### src/rtl/irq_arb_pkg.sv
package irq_arb_pkg;
  localparam int unsigned NSRC_DEF = 16;
  localparam int unsigned PW_DEF   = 4;

  typedef enum logic [2:0] {
    WR_EN_SET  = 3'd0,
    WR_EN_CLR  = 3'd1,
    WR_PD_SET  = 3'd2,
    WR_PD_CLR  = 3'd3,
    WR_SWTRIG  = 3'd4,
    WR_PRIO    = 3'd5
  } wr_sel_e;
endpackage

### src/rtl/irq_src_bits.sv
module irq_src_bits #(
  parameter int unsigned NSRC = 16
) (
  input  logic            clk,
  input  logic            rst_n,
  input  logic [NSRC-1:0] en_set,
  input  logic [NSRC-1:0] en_clr,
  input  logic [NSRC-1:0] pd_set,
  input  logic [NSRC-1:0] pd_clr,
  input  logic [NSRC-1:0] act_set,
  input  logic [NSRC-1:0] act_clr,
  output logic [NSRC-1:0] en_q,
  output logic [NSRC-1:0] pd_q,
  output logic [NSRC-1:0] act_q
);
  for (genvar i = 0; i < NSRC; i++) begin : g_src
    logic en_d, pd_d, act_d;

    always_comb begin
      en_d  = (en_q[i]  & ~en_clr[i])  | en_set[i];
      pd_d  = (pd_q[i]  & ~pd_clr[i])  | pd_set[i];
      act_d = (act_q[i] & ~act_clr[i]) | act_set[i];
    end

    always_ff @(posedge clk or negedge rst_n) begin
      if (!rst_n) begin
        en_q[i]  <= 1'b0;
        pd_q[i]  <= 1'b0;
        act_q[i] <= 1'b0;
      end else begin
        en_q[i]  <= en_d;
        pd_q[i]  <= pd_d;
        act_q[i] <= act_d;
      end
    end
  end
endmodule

### src/rtl/irq_pick.sv
module irq_pick #(
  parameter int unsigned NSRC = 16,
  parameter int unsigned PW   = 4,
  localparam int unsigned IW  = $clog2(NSRC)
) (
  input  logic [NSRC-1:0]    cand,
  input  logic [NSRC*PW-1:0] prio_flat,
  output logic               valid,
  output logic [IW-1:0]      best_idx,
  output logic [PW-1:0]      best_prio
);
  always_comb begin
    valid     = 1'b0;
    best_idx  = '0;
    best_prio = '1;
    // scan downward so an equal value at a lower index replaces the holder
    for (int i = NSRC - 1; i >= 0; i--) begin
      if (cand[i] && (!valid || prio_flat[i*PW +: PW] <= best_prio)) begin
        valid     = 1'b1;
        best_idx  = IW'(i);
        best_prio = prio_flat[i*PW +: PW];
      end
    end
  end
endmodule

### src/rtl/irq_nest_stack.sv
module irq_nest_stack #(
  parameter int unsigned NSRC = 16,
  parameter int unsigned PW   = 4,
  localparam int unsigned IW  = $clog2(NSRC),
  localparam int unsigned LW  = PW + 1
) (
  input  logic          clk,
  input  logic          rst_n,
  input  logic          push,
  input  logic          pop,
  input  logic [IW-1:0] push_id,
  input  logic [LW-1:0] push_lvl,
  output logic          empty,
  output logic [IW-1:0] top_id,
  output logic [LW-1:0] top_lvl
);
  localparam logic [LW-1:0] IDLE = {1'b1, {PW{1'b0}}};

  logic [IW:0]   depth_q, depth_d;
  logic [IW-1:0] id_mem  [NSRC];
  logic [LW-1:0] lvl_mem [NSRC];

  assign empty   = (depth_q == '0);
  assign top_id  = empty ? '0 : id_mem[IW'(depth_q - 1'b1)];
  assign top_lvl = empty ? IDLE : lvl_mem[IW'(depth_q - 1'b1)];

  always_comb begin
    depth_d = depth_q;
    if (pop && !empty)                       depth_d = depth_q - 1'b1;
    else if (push && depth_q < (IW+1)'(NSRC)) depth_d = depth_q + 1'b1;
  end

  always_ff @(posedge clk or negedge rst_n) begin
    if (!rst_n) depth_q <= '0;
    else        depth_q <= depth_d;
  end

  always_ff @(posedge clk) begin
    if (push && !pop && depth_q < (IW+1)'(NSRC)) begin
      id_mem[IW'(depth_q)]  <= push_id;
      lvl_mem[IW'(depth_q)] <= push_lvl;
    end
  end
endmodule

### src/rtl/irq_nest_arb.sv
module irq_nest_arb
  import irq_arb_pkg::*;
#(
  parameter int unsigned NSRC = NSRC_DEF,
  parameter int unsigned PW   = PW_DEF,
  localparam int unsigned IW  = $clog2(NSRC),
  localparam int unsigned LW  = PW + 1,
  localparam int unsigned GW  = $clog2(PW + 1),
  localparam int unsigned DW  = (NSRC > PW + IW) ? NSRC : PW + IW
) (
  input  logic            clk,
  input  logic            rst_n,
  input  logic [GW-1:0]   grp_bits,
  input  logic [NSRC-1:0] src_req,
  input  logic            wr_en,
  input  logic [2:0]      wr_sel,
  input  logic [DW-1:0]   wr_data,
  input  logic            ack_i,
  input  logic            eoi_i,
  output logic            req_o,
  output logic [IW-1:0]   req_id_o,
  output logic [LW-1:0]   cur_level_o,
  output logic [NSRC-1:0] enable_o,
  output logic [NSRC-1:0] pending_o,
  output logic [NSRC-1:0] active_o
);
  logic [NSRC-1:0] en_set, en_clr, pd_set, pd_clr, act_set, act_clr;
  logic [NSRC-1:0] en_q, pd_q, act_q, cand;
  logic [PW-1:0]   prio_q [NSRC];
  logic [PW-1:0]   prio_d [NSRC];
  logic [NSRC*PW-1:0] prio_flat;
  logic            win_vld, take, pop, stk_empty;
  logic [IW-1:0]   win_idx, top_id;
  logic [PW-1:0]   win_prio;
  logic [LW-1:0]   win_lvl, top_lvl;
  logic [GW-1:0]   gb, shamt;
  wr_sel_e         sel;

  assign sel = wr_sel_e'(wr_sel);

  // write decode and handshake control
  always_comb begin
    en_set = '0; en_clr = '0; pd_set = src_req; pd_clr = '0;
    for (int i = 0; i < NSRC; i++) prio_d[i] = prio_q[i];
    if (wr_en) begin
      case (sel)
        WR_EN_SET: en_set = wr_data[NSRC-1:0];
        WR_EN_CLR: en_clr = wr_data[NSRC-1:0];
        WR_PD_SET: pd_set = src_req | wr_data[NSRC-1:0];
        WR_PD_CLR: pd_clr = wr_data[NSRC-1:0];
        WR_SWTRIG: pd_set = src_req | (NSRC'(1) << wr_data[IW-1:0]);
        WR_PRIO:   prio_d[wr_data[PW +: IW]] = wr_data[PW-1:0];
        default:   ;
      endcase
    end
    take    = ack_i && req_o && !eoi_i;
    pop     = eoi_i && !stk_empty;
    act_set = take ? (NSRC'(1) << win_idx) : '0;
    act_clr = pop  ? (NSRC'(1) << top_id)  : '0;
    if (take) pd_clr = pd_clr | act_set;
  end

  always_ff @(posedge clk or negedge rst_n) begin
    if (!rst_n) begin
      for (int i = 0; i < NSRC; i++) prio_q[i] <= '0;
    end else begin
      for (int i = 0; i < NSRC; i++) prio_q[i] <= prio_d[i];
    end
  end

  for (genvar i = 0; i < NSRC; i++) begin : g_flat
    assign prio_flat[i*PW +: PW] = prio_q[i];
  end

  irq_src_bits #(.NSRC(NSRC)) u_bits (
    .clk(clk), .rst_n(rst_n),
    .en_set(en_set), .en_clr(en_clr), .pd_set(pd_set), .pd_clr(pd_clr),
    .act_set(act_set), .act_clr(act_clr),
    .en_q(en_q), .pd_q(pd_q), .act_q(act_q)
  );

  assign cand = pd_q & en_q & ~act_q;

  irq_pick #(.NSRC(NSRC), .PW(PW)) u_pick (
    .cand(cand), .prio_flat(prio_flat),
    .valid(win_vld), .best_idx(win_idx), .best_prio(win_prio)
  );

  // preemption level = upper gb bits of the field
  assign gb      = (grp_bits > GW'(PW)) ? GW'(PW) : grp_bits;
  assign shamt   = GW'(PW) - gb;
  assign win_lvl = LW'(win_prio) >> shamt;

  irq_nest_stack #(.NSRC(NSRC), .PW(PW)) u_stack (
    .clk(clk), .rst_n(rst_n),
    .push(take), .pop(pop), .push_id(win_idx), .push_lvl(win_lvl),
    .empty(stk_empty), .top_id(top_id), .top_lvl(top_lvl)
  );

  assign req_o       = win_vld && (win_lvl < top_lvl);
  assign req_id_o    = req_o ? win_idx : '0;
  assign cur_level_o = top_lvl;
  assign enable_o    = en_q;
  assign pending_o   = pd_q;
  assign active_o    = act_q;
endmodule

### config.mk
export PLATFORM = sky130hd
export DESIGN_NAME = irq_nest_arb
export DESIGN_NICKNAME = d
export VERILOG_FILES = /design/src/rtl/irq_arb_pkg.sv /design/src/rtl/irq_src_bits.sv /design/src/rtl/irq_pick.sv /design/src/rtl/irq_nest_stack.sv /design/src/rtl/irq_nest_arb.sv
export SDC_FILE = /design/constraint.sdc
export NUM_CORES = 1
export LEC_CHECK = 0
export ABC_CLOCK_PERIOD_IN_PS = 30000
export BUFFER_PORTS_ARGS = -buffer_cell sky130_fd_sc_hd__buf_2
export CORE_UTILIZATION = 28
export DETAILED_ROUTE_END_ITERATION = 8
export HOLD_SLACK_MARGIN = 0.05
export PLACE_DENSITY_LB_ADDON = 0.15
export SKIP_LAST_GASP = 1
export SYNTH_ARGS = -nofsm -noshare
export SYNTH_HDL_FRONTEND = slang
export SYNTH_SLANG_ARGS = --single-unit
### constraint.sdc
create_clock -name clk -period 30 [get_ports clk]
set_clock_uncertainty 0.1 [all_clocks]
set_input_delay 1.5 -clock clk [delete_from_list [all_inputs] [get_ports clk]]
set_output_delay 1.5 -clock clk [all_outputs]
set_load 0.05 [all_outputs]
=== Word-level counts from Yosys, hierarchy flattened ===
Memories as Yosys holds them, arrays and structs flattened.
Index checks and enable logic that the tools add are counted.

* Memories: 2
* Memory bits (writable): 144
* Output and inout port bits: 58
* Flip-flop bits (word level): 117

* Muxes and demuxes: 70
* Shifts and indexed selects: 4
* Reductions and logical operators: 61
* Bitwise logic cells: 151
* Add/subtract/negate cells: 3
* Equal/unequal tests: 5
* Magnitude comparators: 20

{| class="wikitable"
|+ Memory list
! memory !! words !! bits a word !! read ports !! clocked after memory_dff !! wr ports !! RTL line !! RTL
|-
| u_stack.lvl_mem || 16 || 5 || 1 || 0 || 1 || irq_nest_stack.sv:21 || <nowiki>logic [LW-1:0] lvl_mem [NSRC];</nowiki>
|-
| u_stack.id_mem || 16 || 4 || 1 || 0 || 1 || irq_nest_stack.sv:20 || <nowiki>logic [IW-1:0] id_mem [NSRC];</nowiki>
|}

{| class="wikitable"
|+ Operator list
! kind !! count
|-
| 2-to-1 mux 16 bit || 10
|-
| 2-to-1 mux 4 bit || 35
|-
| bitwise mux 64 bit || 1
|-
| less-or-equal comparator 4 bit || 15
|-
| bitwise AND 1 bit || 48
|-
| NOT 1 bit || 48
|-
| bitwise OR 1 bit || 48
|-
| bitwise OR 16 bit || 3
|-
| left shift 1 x 4 -> 16 bit (first input constant) || 3
|-
| bitwise AND 16 bit || 2
|-
| one-hot mux 16 bit (2 select lines) || 1
|-
| logical AND 1 bit || 24
|-
| zero test 1 bit || 18
|-
| 2-to-1 mux 1 bit || 18
|-
| demux 4 bit (select 4 bit) || 1
|-
| NOT 16 bit || 1
|-
| logical OR 1 bit || 15
|-
| 2-to-1 mux 5 bit || 3
|-
| == test 3 x 2 -> 1 bit (second input constant) || 2
|-
| == test 3 bit (second input constant) || 2
|-
| adder 5 x 1 -> 5 bit (second input constant) || 1
|-
| >= comparator 5 bit (second input constant) || 1
|-
| zero test 5 bit || 1
|-
| < comparator 5 x 1 -> 1 bit (second input constant) || 1
|-
| 12 further kinds || 12
|}

=== Logic depth before layout (Yosys ltp) ===
* Depth in word-level cells: 74
* Mapped depth: 162

=== By module ===
A second synthesis with hierarchy kept.

* Cells, all modules: 1317
* Area, all modules: 14771.7 sq um

{| class="wikitable"
|+ By module, submodules not included
! module !! cells an instance !! times used !! area an instance (sq um)
|-
| irq_nest_stack || 290 || 1 || 5970.7
|-
| irq_nest_arb || 432 || 1 || 3897.5
|-
| irq_pick || 451 || 1 || 3161.8
|-
| irq_src_bits || 144 || 1 || 1741.7
|}

=== Worst setup path before layout ===
No wires, ideal clock.

* Path type: flip-flop to output port
* Start: register u_bits.act_q[15]
* End: output port req_id_o[3]
* Data arrival time: 26425 ps
* Setup slack: 1975 ps
* Path buffers: 7
* Stages on the path, launching flop included: 139
* Required time: 28400 ps
* Cell sequence: dfrtp_1 -> nand3b_1 -> nor2_1 -> ha_1 -> a311o_1 -> a21oi_1 -> a21o_1 -> mux2_2 -> ha_1 -> nand3_1 -> nor2_1 -> o211ai_1 -> o31ai_1 -> o21ai_0 -> nand2_1 -> o21ai_0 -> inv_1 -> ha_1 -> (+103 left out) -> o21ai_1 -> mux2_2 -> ha_1 -> nor2b_1 -> o21ai_0 -> nand2b_1 -> a21oi_1 -> a41o_1 -> o21bai_1 -> buf_2 -> a21o_1 -> nor3_1 -> ha_1 -> nand4_1 -> a31o_2 -> buf_2 -> nand2_1 -> nor2_1

* Word-level cells in the longest chain between the ends: 67

{| class="wikitable"
|+ Ends and longest elaborated chain
! element !! RTL line !! RTL
|-
| from (decl) || irq_src_bits.sv:14 || <nowiki>output logic [NSRC-1:0] act_q</nowiki>
|-
| from (signal, indexed assignment) || irq_src_bits.sv:33 || <nowiki>act_q[i] <= act_d;</nowiki>
|-
| NOT 16 bit (*) || irq_nest_arb.sv:82 || <nowiki>assign cand = pd_q & en_q & ~act_q;</nowiki>
|-
| bitwise AND 16 bit (*) || irq_nest_arb.sv:82 ||
|-
| 2-to-1 mux 4 bit or 2-to-1 mux 1 bit (tied branches) || irq_pick.sv:18 || <nowiki>if (cand[i] && (!valid || prio_flat[i*PW +: PW] <= best_prio)) begin</nowiki>
|-
| less-or-equal comparator 4 bit or zero test 1 bit (tied branches) || irq_pick.sv:18 ||
|-
| logical OR 1 bit || irq_pick.sv:18 ||
|-
| logical AND 1 bit || irq_pick.sv:18 ||
|-
| 2-to-1 mux 4 bit or 2-to-1 mux 1 bit (tied branches) || irq_pick.sv:18 ||
|-
| less-or-equal comparator 4 bit or zero test 1 bit (tied branches) || irq_pick.sv:18 ||
|-
| (+52 left out) || - ||
|-
| logical OR 1 bit || irq_pick.sv:18 ||
|-
| logical AND 1 bit || irq_pick.sv:18 ||
|-
| 2-to-1 mux 4 bit (*) || irq_pick.sv:18 ||
|-
| right shift 4 x 3 -> 5 bit (*) || irq_nest_arb.sv:92 || <nowiki>assign win_lvl = LW'(win_prio) >> shamt;</nowiki>
|-
| via u_stack.push_lvl[3] || irq_nest_stack.sv:12 || <nowiki>input logic [LW-1:0] push_lvl,</nowiki>
|-
| < comparator 5 bit (*) || irq_nest_arb.sv:100 || <nowiki>assign req_o = win_vld && (win_lvl < top_lvl);</nowiki>
|-
| logical AND 1 bit (*) || irq_nest_arb.sv:100 ||
|-
| 2-to-1 mux 4 bit (*) || irq_nest_arb.sv:101 || <nowiki>assign req_id_o = req_o ? win_idx : '0;</nowiki>
|-
| to (decl) || irq_nest_arb.sv:21 || <nowiki>output logic [IW-1:0] req_id_o,</nowiki>
|}

Mark *: on every way through the listed nets, which the timed path passes. The rest lies on a longest branch.

=== Worst setup path in the final report ===
Ends and elaborated chain as after synthesis.

==> key figures <==
Logic synthesis
  • Ys flop type: edfxtp_1
  • Async set-or-reset flop fraction in the synthesized netlist: 47.76%
  • Post-Synth XOR/XNOR Area: 0.7913%
  • Seq/Total Area, Yosys: 47.06%
  • Synthesized area: 14390 um2
  • Avg Synthesized Cell Area: 10.31 um2
  • Synth Area in Adders: 5.200%
  • Multiplexer area fraction after synthesis: 9.965%
  • Post-synthesis simple-gate area fraction: 18.10%
  • Mapped Cells: 1395
  • Yosys cell types: 93
  • Flops & latches, synth: 245
  • Largest family of logic cells by synthesized area: simple AND/OR/NAND/NOR gates
  • Number of flops mapped to enable cells by yosys: 128
  • Synthesis Warnings: 0
  • Syn Nets: 1497
  • Compound-gate portion of the synthesized area: 15.77%

GRT
  • Initial antenna violation count: 2
  • Grt ovf: 0
  • Vias in the first global route: 11570
  • Largest net degree at the start of global routing: 62
  • First-pass GRT wire length: 74710 um
  • Gr usage total: 18.96%

STA
  • Final Setup Violations: 0
  • Crit path time final: 28.71 ns
  • Slew Limit Fails: 0
  • Worst slew margin: 26.53%
  • Final Hold Fails: 0
  • Worst slew pin tran: 1.094 ns
  • Fmax achieved: 34.83 MHz
  • Final Cycle Share: 95.70%

Finish
  • # fillers: 5095
  • Number of diodes: 0
  • Post-Layout Cell Count: 2231
  • Fin util: 34.56%
  • Final nets: 1637
  • Register Area: 6773 um2
  • Layout cell share with drive strength beyond 1: 25.34%
  • Area occupied by multi-input gates: 7611 um2
  • Commonest cells after routing, fill and taps aside: nand2_1 (181), edfxtp_1 (128), dfrtp_1 (116)
  • Area Growth Syn to Fin: 20.99%
  • Most common cell after layout, fill and taps aside: nand2_1
  • Design area: 17410 um2

CTS
  • Clock-pin slew on the worst setup and hold paths: 0.06 ns
  • Clk_lat worst skew: 0.61 ns
  • CTS Hold Bufs: 0
  • CTS Root Cell: clkbuf_16
  • Num CTS Buffers: 31
  • CTS Sinks: 245
  • H-tree depth: 1
  • CTS Buffer Depth: 3
  • TritonCTS clock tree: built

Run
  • Max Cap Viol: 0

Drt
  • Routed len/inst: 22.72 um
  • Initial DRC count: 954
  • DRT antenna net count: 0
  • First drt pass iteration count: 5
  • Drt drc: 0
  • DRT Wirelength: 50690 um
  • Vias: 11790
  • Drt via density: 5.284

Worst setup path
  • Crit Path Max Fanout: 12
  • Crit end category: output pin
  • Cell repeated most along the worst path: ha_1
  • Startpoint Class: flip-flop
  • CP Class: reg -> out
  • R2R depth: 145
  • Crit-path slowest cell: or4_1
  • Slowest stage delay, CP: 0.56 ns
  • Crit path required time: 28.40 ns
  • Worst endpoint data arrival time: 27.11 ns

Die
  • Starting Density: 28.56%
  • Die Footprint: 52300 um2
  • Die height: 228.7 um
  • Die W: 228.7 um
  • I/O pin total: 101
  • Floorplan core area: 50380 um2
  • Row count: 82

Placement
  • DP Area: 15770 um2
  • Post-DP HPWL: 36520 um
  • IO buf count: 100
  • Placed Cells: 2145
  • Placer Congestion: 0.9519

Min path
  • HP Class: reg -> reg
  • Hold Crit Depth: 2

Outcome
  • Status: completed
final timing paths:
check                                                start                        endpoint  slack (ns)
worst max-delay path            u_bits.act_q[15]$_DFF_PN0_                     req_id_o[3]        1.29
worst min-delay path              u_bits.en_q[3]$_DFF_PN0_        u_bits.en_q[3]$_DFF_PN0_        0.40
worst max register to register  u_bits.act_q[15]$_DFF_PN0_  u_stack.id_mem[6][2]$_DFFE_PP_        1.67
min in group asynchronous                            rst_n       u_bits.pd_q[15]$_DFF_PN0_        0.78
max in group asynchronous                            rst_n       u_bits.act_q[6]$_DFF_PN0_       27.73
worst min register to register    u_bits.en_q[3]$_DFF_PN0_        u_bits.en_q[3]$_DFF_PN0_        0.40
timing repair:
item	4_1_cts	5_1_grt
buffers inserted	2	27
endpoints found under the setup margin	117	170
cloned	0	0
pin swaps	0	25
resized for setup	10	100
critical path, delay by kind of cell, from the launching register on:
kind                       cells  cell delay, ns
muxes                          3            1.04
buffers and inverters         11            1.23
and+or+nand+nor               37            5.89
AOI/OAI and AO/OA             73           12.94
DFF                            1            0.41
adders and majority gates     17            4.99
Yosys cell counts (all sizes together), types with 5 or more instances:
cell type	n	area share, %
nand2	187	4.9
edfxtp	128	27
dfrtp	117	20
o21ai	116	4.0
nor2	98	2.6
inv	65	1.7
ha	59	5.1
nand3	58	2.0
a21oi	56	2.0
mux2	53	4.1
clkbuf	39	1.0
mux4	33	5.2
nor3	30	1.1
nor2b	26	1.1
nand4	24	1.1
nand2b	18	0.78
a21o	17	0.89
o21a	17	0.90
a211oi	16	0.92
nand3b	16	0.92
and3	13	0.57
a31oi	12	0.63
o211ai	12	0.66
or2	12	0.54
buf	11	0.40
and2	9	0.39
mux2i	9	0.65
o31ai	9	0.47
or3	9	0.39
nor4	8	0.39
o221ai	8	0.49
o22ai	8	0.35
xor2	8	0.49
a311o	7	0.49
o31a	7	0.43
a31o	5	0.30
xnor2	5	0.30
routing by layer:
| metal | track usage, % | wire length, um |
|---|---|---|
| met2 | 30.40 | 23280 |
| met4 | 6.711 | 1904 |
| met1 | 25.46 | 22600 |
| met3 | 3.518 | 2879 |
| met5 | 0 | 33 |
area by class of cell:
class | count | share of cell area (%)
multi-input cells | 1035 | 43.72
flip-flops and latches | 245 | 38.90
repair buffers | 157 | 5.534
well taps | 672 | 4.830
clock buffers | 40 | 4.707
inverters | 65 | 1.401
clock inverters | 17 | 0.9056
stage by stage:
step | setup slack, ns | TNS (ns) | hold slack [ns]
2_1_floorplan | 1.975 | 0 | 0.3700
3_3_place_gp | 0.1844 | 0 | 0.3823
3_5_place_dp | -0.3591 | -21.59 | 0.3931
4_1_cts | 0.01104 | 0 | 0.4054
5_1_grt | -0.1431 | -0.6580 | 0.4287
6_report | 1.289 | 0 | 0.4031
kinds of logic (layout without fill, tap and decap cells):
family / count (synthesis) / in the layout
AO/OA/AOI/OAI: 337 / 337
buffers and inverters: 115 / 279
multiplexers: 95 / 95
adder cells (fa/ha/maj): 60 / 60
AND/OR/NAND/NOR: 530 / 530
XOR/XNOR: 13 / 13
flip-flops: 245 / 245
state kept, by name (all words and copies together) (netlist names):
| name | count |
|---|---|
| u_bits.act_q | 16 |
| u_stack.lvl_mem | 64 |
| u_bits.en_q | 16 |
| u_stack.id_mem | 64 |
| u_bits.pd_q | 16 |
| prio_flat | 64 |
| u_stack.depth_q | 5 |
Power is left out: the tool's default activity adds up to more than one toggle a clock period on the data nets, which glitch-free logic cannot reach.
